[src/rtl/din_filt_pkg.sv]
package din_filt_pkg;

  // counter geometry shared by every channel
  parameter int FILT_CNT_W = 5;
  parameter int FILT_CNT_MAX = 16;

  typedef enum logic [1:0] {
    FMODE_RAW_ALT = 2'd0,
    FMODE_RAW     = 2'd1,
    FMODE_SYNC    = 2'd2,
    FMODE_FILT    = 2'd3
  } fmode_e;

  localparam logic [FILT_CNT_W-1:0] CNT_TOP = FILT_CNT_W'(FILT_CNT_MAX);
  localparam logic [FILT_CNT_W-1:0] CNT_BOT = '0;

  // one saturating step of the count
  function automatic logic [FILT_CNT_W-1:0] cnt_step(
      input logic [FILT_CNT_W-1:0] cur, input logic up);
    logic [FILT_CNT_W-1:0] nxt;
    nxt = cur;
    if (up && (cur != CNT_TOP)) nxt = cur + 1'b1;
    else if (!up && (cur != CNT_BOT)) nxt = cur - 1'b1;
    return nxt;
  endfunction

  // hysteresis: set at top, clear at bottom, hold elsewhere
  function automatic logic state_next(
      input logic [FILT_CNT_W-1:0] nxt_cnt, input logic cur_state);
    logic s;
    s = cur_state;
    if (nxt_cnt == CNT_TOP) s = 1'b1;
    else if (nxt_cnt == CNT_BOT) s = 1'b0;
    return s;
  endfunction

endpackage

[src/rtl/din_sync_chain.sv]
module din_sync_chain #(
  parameter int STAGES = 2
) (
  input  logic clk,
  input  logic rst_n,
  input  logic d_async,
  output logic d_first,
  output logic d_sync
);
  logic [STAGES-1:0] chain_q;

  generate
    for (genvar i = 0; i < STAGES; i++) begin : g_stage
      if (i == 0) begin : g_head
        always_ff @(posedge clk or negedge rst_n) begin
          if (!rst_n) chain_q[0] <= 1'b0;
          else        chain_q[0] <= d_async;
        end
      end else begin : g_tail
        always_ff @(posedge clk or negedge rst_n) begin
          if (!rst_n) chain_q[i] <= 1'b0;
          else        chain_q[i] <= chain_q[i-1];
        end
      end
    end
  endgenerate

  assign d_first = chain_q[0];
  assign d_sync  = chain_q[STAGES-1];
endmodule

[src/rtl/din_tick_pick.sv]
module din_tick_pick #(
  parameter int NUM_SRC = 8,
  localparam int SEL_W = (NUM_SRC > 1) ? $clog2(NUM_SRC) : 1
) (
  input  logic [NUM_SRC-1:0] tick_en,
  input  logic [SEL_W-1:0]   sel,
  output logic               tick
);
  always_comb begin
    tick = 1'b0;
    for (int k = 0; k < NUM_SRC; k++) begin
      if (sel == SEL_W'(k)) tick = tick_en[k];
    end
  end
endmodule

[src/rtl/din_updown_filter.sv]
module din_updown_filter
  import din_filt_pkg::*;
(
  input  logic                  clk,
  input  logic                  rst_n,
  input  logic                  step,
  input  logic                  level,
  output logic [FILT_CNT_W-1:0] cnt,
  output logic                  state
);
  logic [FILT_CNT_W-1:0] cnt_q, cnt_d;
  logic                  state_q, state_d;

  always_comb begin
    cnt_d   = cnt_q;
    state_d = state_q;
    if (step) begin
      cnt_d   = cnt_step(cnt_q, level);
      state_d = state_next(cnt_d, state_q);
    end
  end

  always_ff @(posedge clk or negedge rst_n) begin
    if (!rst_n) begin
      cnt_q   <= '0;
      state_q <= 1'b0;
    end else begin
      cnt_q   <= cnt_d;
      state_q <= state_d;
    end
  end

  assign cnt   = cnt_q;
  assign state = state_q;
endmodule

[src/rtl/din_filter_chan.sv]
module din_filter_chan
  import din_filt_pkg::*;
#(
  parameter int NUM_SRC = 8,
  parameter int SYNC_STAGES = 2,
  localparam int SEL_W = (NUM_SRC > 1) ? $clog2(NUM_SRC) : 1
) (
  input  logic               clk,
  input  logic               rst_n,
  input  logic               din_raw,
  input  logic [NUM_SRC-1:0] tick_en,
  input  logic [1:0]         mode_cfg,
  input  logic [SEL_W-1:0]   src_sel,
  output logic               sync_out,
  output logic               filt_out
);
  // named internal events for the checker
  logic                  sync_first;
  logic                  tick_hit;
  logic [FILT_CNT_W-1:0] flt_cnt;
  logic                  flt_state;

  din_sync_chain #(.STAGES(SYNC_STAGES)) u_sync (
    .clk     (clk),
    .rst_n   (rst_n),
    .d_async (din_raw),
    .d_first (sync_first),
    .d_sync  (sync_out)
  );

  din_tick_pick #(.NUM_SRC(NUM_SRC)) u_pick (
    .tick_en (tick_en),
    .sel     (src_sel),
    .tick    (tick_hit)
  );

  din_updown_filter u_flt (
    .clk   (clk),
    .rst_n (rst_n),
    .step  (tick_hit),
    .level (sync_out),
    .cnt   (flt_cnt),
    .state (flt_state)
  );

  always_comb begin
    unique case (fmode_e'(mode_cfg))
      FMODE_SYNC: filt_out = sync_out;
      FMODE_FILT: filt_out = flt_state;
      default:    filt_out = din_raw;
    endcase
  end
endmodule

[config.mk]
export PLATFORM = sky130hd
export DESIGN_NAME = din_filter_chan
export DESIGN_NICKNAME = d
export VERILOG_FILES = /design/src/rtl/din_filt_pkg.sv /design/src/rtl/din_sync_chain.sv /design/src/rtl/din_tick_pick.sv /design/src/rtl/din_updown_filter.sv /design/src/rtl/din_filter_chan.sv
export SDC_FILE = /design/constraint.sdc
export NUM_CORES = 1
export LEC_CHECK = 0
export ABC_AREA = 1
export BUFFER_PORTS_ARGS = -buffer_cell sky130_fd_sc_hd__buf_2
export CAP_MARGIN = 20
export CORE_MARGIN = 3
export CORE_UTILIZATION = 38
export CTS_CLUSTER_DIAMETER = 200
export DETAILED_ROUTE_END_ITERATION = 6
export PLACE_DENSITY = 0.63
export REMOVE_ABC_BUFFERS = 1
export SLEW_MARGIN = 20
export SYNTH_ARGS = -nofsm -noshare
export SYNTH_HDL_FRONTEND = slang
export SYNTH_SLANG_ARGS = --single-unit
[constraint.sdc]
create_clock -name clk -period 3.9 [get_ports clk]
set_clock_uncertainty 0.1 [all_clocks]
set_input_delay 0.78 -clock clk [delete_from_list [all_inputs] [get_ports clk]]
set_output_delay 0.78 -clock clk [all_outputs]
set_load 0.005 [all_outputs]
# After elaboration in Yosys (flattened, before gate mapping)
# Cells that the tools add are included.
# W data, S select, Z words.
[op_classes]
reduce_logical = 8
eq_ne = 11
mux = 14
add_sub_neg = 2
[op_table]
columns = ["cell", "count"]
rows = [
  ["$mux W5", 3],
  ["$eq A3 B3 Y1 const B", 4],
  ["$mux W1", 10],
  ["$eq A3 B2 Y1 const B", 2],
  ["$add A5 B1 Y5 const B", 1],
  ["$eq A5 B5 Y1 const B", 1],
  ["$logic_not A5 Y1", 1],
  ["$ne A5 B5 Y1 const B", 1],
  ["$reduce_bool A5 Y1", 1],
  ["$sub A5 B1 Y5 const B", 1],
  ["$eq A2 B2 Y1 const B", 2],
  ["$eq A3 B1 Y1 const B", 1],
  ["$logic_not A3 Y1", 1],
  ["$logic_and A1 B1 Y1", 2],
  ["$pmux W1 S2", 1],
  ["$reduce_and A2 Y1", 1],
  ["$reduce_bool A2 Y1", 1],
  ["$logic_not A1 Y1", 1],
]
[word_totals]
elab_cells = 39
out_inout_bits = 2
ff_bits = 8

# Logic depth before layout (Yosys ltp)
# Gate-level depths: netlist of the first run.
[depth]
depth_word = 13
depth_mapped = 11

# By module
# A second synthesis of the first run with hierarchy kept.
[unflattened]
cells_unflattened = 99
hier_area_um2 = 661.9
[by_module_without_submodules]
columns = ["mod", "n_inst", "area_per_inst_um2", "cells_per_inst", "seq_area_each_um2"]
rows = [
  ["din_updown_filter", 1, 499.2, 70, 150.1],
  ["din_tick_pick", 1, 86.3, 21, 0.0],
  ["din_sync_chain", 1, 50.0, 2, 50.0],
  ["din_filter_chan", 1, 26.3, 6, 0.0],
]

# Worst setup path after synthesis of the first run
# Ideal clock, no wire load.
[synth_path]
path_kind = "input to output"
start = "input mode_cfg[0]"
end = "output filt_out"
path_buffers = 0
cell_stages = 3
required_ns = 3.020
setup_slack_ns = 1.953
arrival_time_ns = 1.067
path_cell_list = "o21ai_0 > a21oi_1 > nor2_1"
[synth_via]
elab_chain_cells = 2
word_cells_on_any_way = 3
classes_between = "eq/ne: 2; mux: 1"
[synth_rtl]
columns = ["item", "line_no", "rtl"]
rows = [
  ["from (decl)", "din_filter_chan.sv:12", "input logic [1:0] mode_cfg,"],
  ["$eq A2 B2 Y1", "din_filter_chan.sv:47", "unique case (fmode_e'(mode_cfg))"],
  ["$pmux W1 S2 *", "din_filter_chan.sv:47", ""],
  ["to (decl)", "din_filter_chan.sv:15", "output logic filt_out"],
]
# Every way passes the cells marked *; elsewhere a longest branch is shown, timed or not.

# Worst setup path in the final report of the first run
[layout_path]
start = "register u_sync.chain_q[1] (netlist: u_sync.d_sync)"
end = "output filt_out"
[layout_via]
elab_chain_cells = 1
[layout_rtl]
columns = ["item", "line_no", "rtl"]
rows = [
  ["from (decl)", "din_sync_chain.sv:10", "logic [STAGES-1:0] chain_q;"],
  ["from (signal, indexed assignment)", "din_sync_chain.sv:22", "else chain_q[i] <= chain_q[i-1];"],
  ["$pmux W1 S2", "din_filter_chan.sv:47", ""],
]
# No other way between the ends.

==> results of run 1 <==
[critical path: cells and delay by family (launching register included)]
kind,cells,cell delay [ns]
DFF,1,0.43
AOI/OAI and AO/OA,2,0.23
buffers and inverters,2,0.34
and+or+nand+nor,1,0.05
[cells in the mapped netlist, drive strengths merged]
library cell	count
a31oi	1
nor2	12
nand2	29
nand3	10
o21bai	1
buf	1
ha	2
dfrtp	8
o21ai	7
inv	13
a21oi	2
o211ai	1
xor2	2
nand4	6
[area by class of cell]
cell class | instances | area [um2]
clock buffers | 3 | 22.5
well taps | 16 | 20.0
multi-input cells | 73 | 403
flip-flops and latches | 8 | 200
fillers | 161 | 797
repair buffers | 17 | 85.1
inverters | 13 | 48.8
[per-stage QoR]
stage,cell area (um2),utilization,total power [mW],hold slack [ns],setup WS (ns)
final,779,0.494,0.475,0.250,1.73
after global routing,779,0.494,0.520,0.248,1.58
after CTS,779,0.494,0.477,0.252,1.73
after detailed placement,757,0.480,0.412,0.242,1.76
after global placement,757,0.480,0.406,0.237,1.76
after floorplan,652,-,0.356,0.231,1.95
[final timing paths]
| kind | end | slack, ns | cells after the start |
|---|---|---|---|
| hold reg to reg | u_sync.d_sync | 0.25 | 0 |
| setup reg to reg | u_flt.state | 2.07 | 9 |
| setup / recovery | filt_out | 1.73 | 5 |
| min in group asynchronous | u_flt.cnt[2] | 0.27 | 1 |
| hold / removal | u_sync.d_sync | 0.25 | 0 |
| max in group asynchronous | u_flt.cnt[0] | 3.26 | 1 |
[logic make-up (layout without fill, tap and decap cells)]
kind of cell,after synthesis,in the layout,share of synthesized area
AO/OA/AOI/OAI,12,12,0.111
XOR/XNOR,2,2,0.0264
adder cells (fa/ha/maj),2,2,0.0377
buffers and inverters,14,33,0.0906
flip-flops,8,8,0.302
AND/OR/NAND/NOR,57,57,0.432
[sequential cells by signal (all words and copies together), names as in the netlist]
name / flops
u_flt.cnt: 5
u_flt.state: 1
u_sync.d_first: 1
u_sync.d_sync: 1
[per-layer routing]
metal,up-vias,GRT usage
li1,352,-
met1,288,0.211
met2,13,0.198
met3,0,0.0451
met4,0,0.0323
met5,-,0
[power by group]
part           internal (mW)  switching, mW  total (mW)
registers              0.112         0.0496       0.162
clock network         0.0351         0.0261      0.0612
logic                 0.0988          0.153       0.252
total                  0.246          0.228       0.475
==> flow_metrics.env, run 1 <==
export IMPL_status="finished, final reports clean"
export IMPL_rsz0062_at_grt="false"
export IMPL_min_path_type="reg2reg"
export IMPL_yosys_warnings=0
export IMPL_start_util=0.421
export IMPL_num_vias=653
export IMPL_crit_path_cell_trace="inv_1, o21ai_0, a21oi_1, nor2_1, buf_2"
export IMPL_wirelength_met1_um=727
export IMPL_slew_limit_headroom=0.779
export IMPL_syn_avg_cell_area_um2=6.98
export IMPL_cp_end_kind="output pin"
export IMPL_post_cts_resize_count=0
export IMPL_timing_rr_start="u_flt.cnt[0]"
export IMPL_yosys_area_top_type="dfrtp_1"
export IMPL_io_pins=18
export IMPL_met2_length_um=663
export IMPL_cts_sinks=8
export IMPL_final_period_utilization=0.556
export IMPL_synth_area_um2=663
export IMPL_clockBufferDepth=2
export IMPL_clk_pin_slew_ns=0.05
export IMPL_drc=0
export IMPL_antenna_left=0
export IMPL_cp_arrival_ns=1.29
export IMPL_hold_start="u_sync.d_first"
export IMPL_worst_ep_required_time_ns=3.02
export IMPL_critPathKind="reg2out"
export IMPL_crit_start="u_sync.d_sync"
export IMPL_grt_pass1_vias=561
export IMPL_cts_tree="built"
export IMPL_final_common_cell="nand2_1"
export IMPL_ys_seq_area_frac=0.302
export IMPL_layout_common_cells="25 x nand2_1, 17 x buf_2, 12 x inv_1"
export IMPL_yosys_top_cells_area="dfrtp_1 30%, nand2_1 14%, inv_1 6.8%"
export IMPL_numCtsBuffers=3
export IMPL_core_area_um2=1580
export IMPL_hpwl_um=1180
export IMPL_tightest_slew_ns=0.332
export IMPL_worstPathMaxFanout=6
export IMPL_synth_cells=95
export IMPL_wl_per_cell_um=11.1
export IMPL_final_hold_viol_count=0
export IMPL_fin_nets=134
export IMPL_wl_um=1450
export IMPL_clockRootBuffer="clkbuf_4"
export IMPL_drt_pass1_iterations=4
export IMPL_fmax_mhz=461
export IMPL_die_h_um=47.8
export IMPL_ys_types=24
export IMPL_highest_layer="met3"
export IMPL_clkLatencyLatePin_ns=0.24
export IMPL_instances_no_fill=130
export IMPL_p_per_area_nw_per_um2=609
export IMPL_numPortBuffers=17
export IMPL_drtIter0Drc=18
export IMPL_slowest_delay_ns=0.43
export IMPL_placementRows=14
export IMPL_area_growth_pct=17.5
export IMPL_vias_per_cell=5.02
export IMPL_n_antenna_cell=0
export IMPL_vdd_ir_drop_max_mv=0.388
export IMPL_grt_pass1_wl_um=2310
export IMPL_htree_levels=1
export IMPL_dieArea_um2=2280
export IMPL_cts_setup_buffers=0
export IMPL_drive_gt1_frac=0.281
export IMPL_gr_total_overflow=0
export IMPL_yosys_area_top_type_share=0.302
export IMPL_period_needed_ns=2.17
export IMPL_fin_tns_setup_ns=0
export IMPL_die_x_um=47.8
export IMPL_placed_cells=127
export IMPL_grt_max_degree=9
export IMPL_grt_use_total=0.142
export IMPL_yosys_register_bits=8
export IMPL_drv_cap=0
export IMPL_power_leakage_nw=0.418
export IMPL_maxSlewViolCount=0
export IMPL_setup_viol=0
export IMPL_wl_met3_um=54
export IMPL_antenna_found_initial=0
export IMPL_worst_setup_path_start_kind="flop"
export IMPL_cts_hold_buffers=0
export IMPL_gp_congestion=0.800
export IMPL_slowest_stage="dfrtp_1"
(Power assumes the default switching activity.)
==> run 2, diff against run 1 <==
ABC_AREA = 0   (was 1)
PLACE_DENSITY = 0.64   (was 0.63)
clock period = 2.1 ns   (was 3.9 ns; I/O delays follow)
==> run 2 against run 1 <==
- the flow now finishes with violations (setup timing)
- global-route usage increased by 1.2 points
- routed wire length fell by 5.7%
- final cell count decreased by 22%
- total power grew 120%
- clock power increased by 81%
- register-to-register slack worse by 2.1 ns
- critical endpoint is now u_flt.state
- largest cell class unchanged
==> flow_metrics.env, run 2 <==
export IMPL_status="finished with violations"
export IMPL_violations="setup timing"
export IMPL_swShare=0.378
export IMPL_io_pins=18
export IMPL_cts_sinks=8
export IMPL_yosys_area_top_type="dfrtp_1"
export IMPL_wl_per_cell_um=13.4
export IMPL_synthArstFlopShare=1.00
export IMPL_num_vias=551
export IMPL_p_int_mw=0.635
export IMPL_synth_area_um2=614
export IMPL_hpwl_um=1060
export IMPL_antenna_found_initial=0
export IMPL_ys_top_cells_by_count="8 x dfrtp_1, 4 x nor2_1, 3 x a21oi_1, 3 x nand2_1"
export IMPL_tightest_slew_ns=0.349
export IMPL_yosys_register_bits=8
export IMPL_clockRootBuffer="clkbuf_4"
export IMPL_drtIter0Drc=4
export IMPL_drv_cap=0
export IMPL_area_growth_pct=38.5
export IMPL_worstPathMaxFanout=3
export IMPL_timing_hold_ws_ns=0.196
export IMPL_cts_tree="built"
export IMPL_placementRows=13
export IMPL_period_needed_ns=2.10
export IMPL_antenna_left=0
export IMPL_seq_power_share=0.293
export IMPL_rsz0062_at_grt="true"
export IMPL_start_util=0.439
export IMPL_cp_arrival_ns=2.13
export IMPL_die_h_um=46.2
export IMPL_drt_pass1_iterations=4
export IMPL_die_x_um=46.2
export IMPL_grt_use_total=0.154
export IMPL_layout_common_cells="17 x buf_2, 10 x buf_4, 8 x dfrtp_1"
export IMPL_grt_max_degree=13
export IMPL_setup_viol=1
export IMPL_clk_pin_slew_ns=0.05
export IMPL_clockBufferDepth=2
export IMPL_ys_types=36
export IMPL_critPathKind="reg2reg"
export IMPL_ys_seq_area_frac=0.326
export IMPL_final_period_utilization=1.00
export IMPL_dieArea_um2=2130
export IMPL_drive_gt1_frac=0.529
export IMPL_worst_ep_required_time_ns=2.13
export IMPL_min_path_type="in2reg"
export IMPL_worst_setup_path_start_kind="flop"
export IMPL_final_common_cell="buf_2"
export IMPL_vias_per_cell=5.40
export IMPL_wl_um=1360
export IMPL_worst_slack_ns=-0.000385
export IMPL_gr_total_overflow=0
export IMPL_final_hold_viol_count=0
export IMPL_n_antenna_cell=0
export IMPL_syn_avg_cell_area_um2=10.8
export IMPL_fmax_mhz=476
export IMPL_fin_nets=107
export IMPL_fillers=129
export IMPL_switching_power_mw=0.386
export IMPL_numCtsBuffers=3
export IMPL_pwr_share_comb=0.599
export IMPL_synth_most_common_cell="dfrtp_1"
export IMPL_synth_cells=57
export IMPL_placed_cells=95
export IMPL_fin_util=0.608
export IMPL_yosys_top_cells_area="dfrtp_1 33%, mux4_2 7.3%, ha_1 4.1%"
export IMPL_p_per_area_nw_per_um2=1200
export IMPL_dp_worst_setup_slack_ns=-0.0528
export IMPL_largest_reg_flops=5
export IMPL_vdd_ir_drop_max_mv=0.827
export IMPL_cp_end_kind="flop"
export IMPL_numPortBuffers=17
export IMPL_grt_pass1_wl_um=2340
export IMPL_clkLatencyLatePin_ns=0.25
export IMPL_synth_main_ff_cell="dfrtp_1"
export IMPL_yosys_area_top_type_share=0.326
export IMPL_grt_pass1_vias=548
export IMPL_maxSlewViolCount=0
export IMPL_drc=0
export IMPL_core_area_um2=1400
export IMPL_p_total_mw=1.02
export IMPL_power_leakage_nw=0.397
export IMPL_slew_limit_headroom=0.766
export IMPL_synth_edf_count=0
export IMPL_instances_no_fill=102
export IMPL_power_frac_clock=0.109
export IMPL_htree_levels=1
export IMPL_yosys_warnings=0
export IMPL_gp_congestion=0.776
run 2: stage by stage:
| stage | TNS (ns) | cell area [um2] |
|---|---|---|
| 4_1_cts | 0 | 840 |
| 6_report | -0.000385 | 851 |
| 2_1_floorplan | 0 | 602 |
| 3_5_place_dp | -0.0528 | 766 |
| 3_3_place_gp | -0.00662 | 766 |
| 5_1_grt | -0.0918 | 851 |
run 2: timing repair:
| item | CTS | global route |
|---|---|---|
| pin swaps | 3 | 3 |
| gates resized for setup | 7 | 1 |
| setup buffers | 2 | 1 |
| setup endpoints to repair | 1 | 1 |
| hold buffers | 1 | 0 |
| hold endpoints to repair | 8 | 0 |
run 2: worst max-delay path, cell delays in order (launching register included):
cell and delay [ns]:
dfrtp_1 0.41, or4_4 0.55, o21ai_2 0.20, xor2_1 0.09
nor4_1 0.29, mux2_1 0.35
run 2: layer usage:
layer,share of wire,GRT usage
met4,0.010,0.0852
met3,0.018,0.0117
met2,0.51,0.242
met5,0,0
met1,0.46,0.206
run 2: final timing paths:
check,from,end,slack [ns],depth (start not counted)
setup reg to reg,u_flt.cnt[1],u_flt.state,-0.0004,5
min in group asynchronous,rst_n,u_flt.state,0.44,2
max in group asynchronous,rst_n,u_flt.cnt[1],1.30,2
hold / removal,din_raw,u_sync.d_first,0.20,1
hold reg to reg,u_sync.d_first,u_sync.d_sync,0.25,0
setup / recovery,u_flt.cnt[1],u_flt.state,-0.0004,5
run 2: power by group through the flow:
stage	clock network, mW	registers, mW	logic [mW]
after global placement	0	0.289	0.492
after CTS	0.118	0.294	0.582
after detailed placement	0	0.294	0.488
after global routing	0.133	0.307	0.675
final	0.111	0.299	0.611
after floorplan	0	0.286	0.309
run 2: cell type report:
class,count,area [um2],share of cell area
Multi-Input combinational cell,45,420,0.494
Sequential cell,8,200,0.235
Timing Repair Buffer,29,181,0.213
Clock buffer,3,22.5,0.0265
Tap cell,15,18.8,0.0221
Inverter,2,7.51,0.00882
run 2: cells by family (layout without fill, tap and decap cells):
family                     count (synthesis)  after routing  share of synthesized area
AOI/OAI and AO/OA                         11             11                      0.122
DFF                                        8              8                      0.326
adders and majority gates                  2              2                     0.0407
and+or+nand+nor                           21             21                      0.238
muxes                                      8              8                      0.198
buffers and inverters                      4             34                     0.0326
xor gates and xnor gates                   3              3                     0.0428
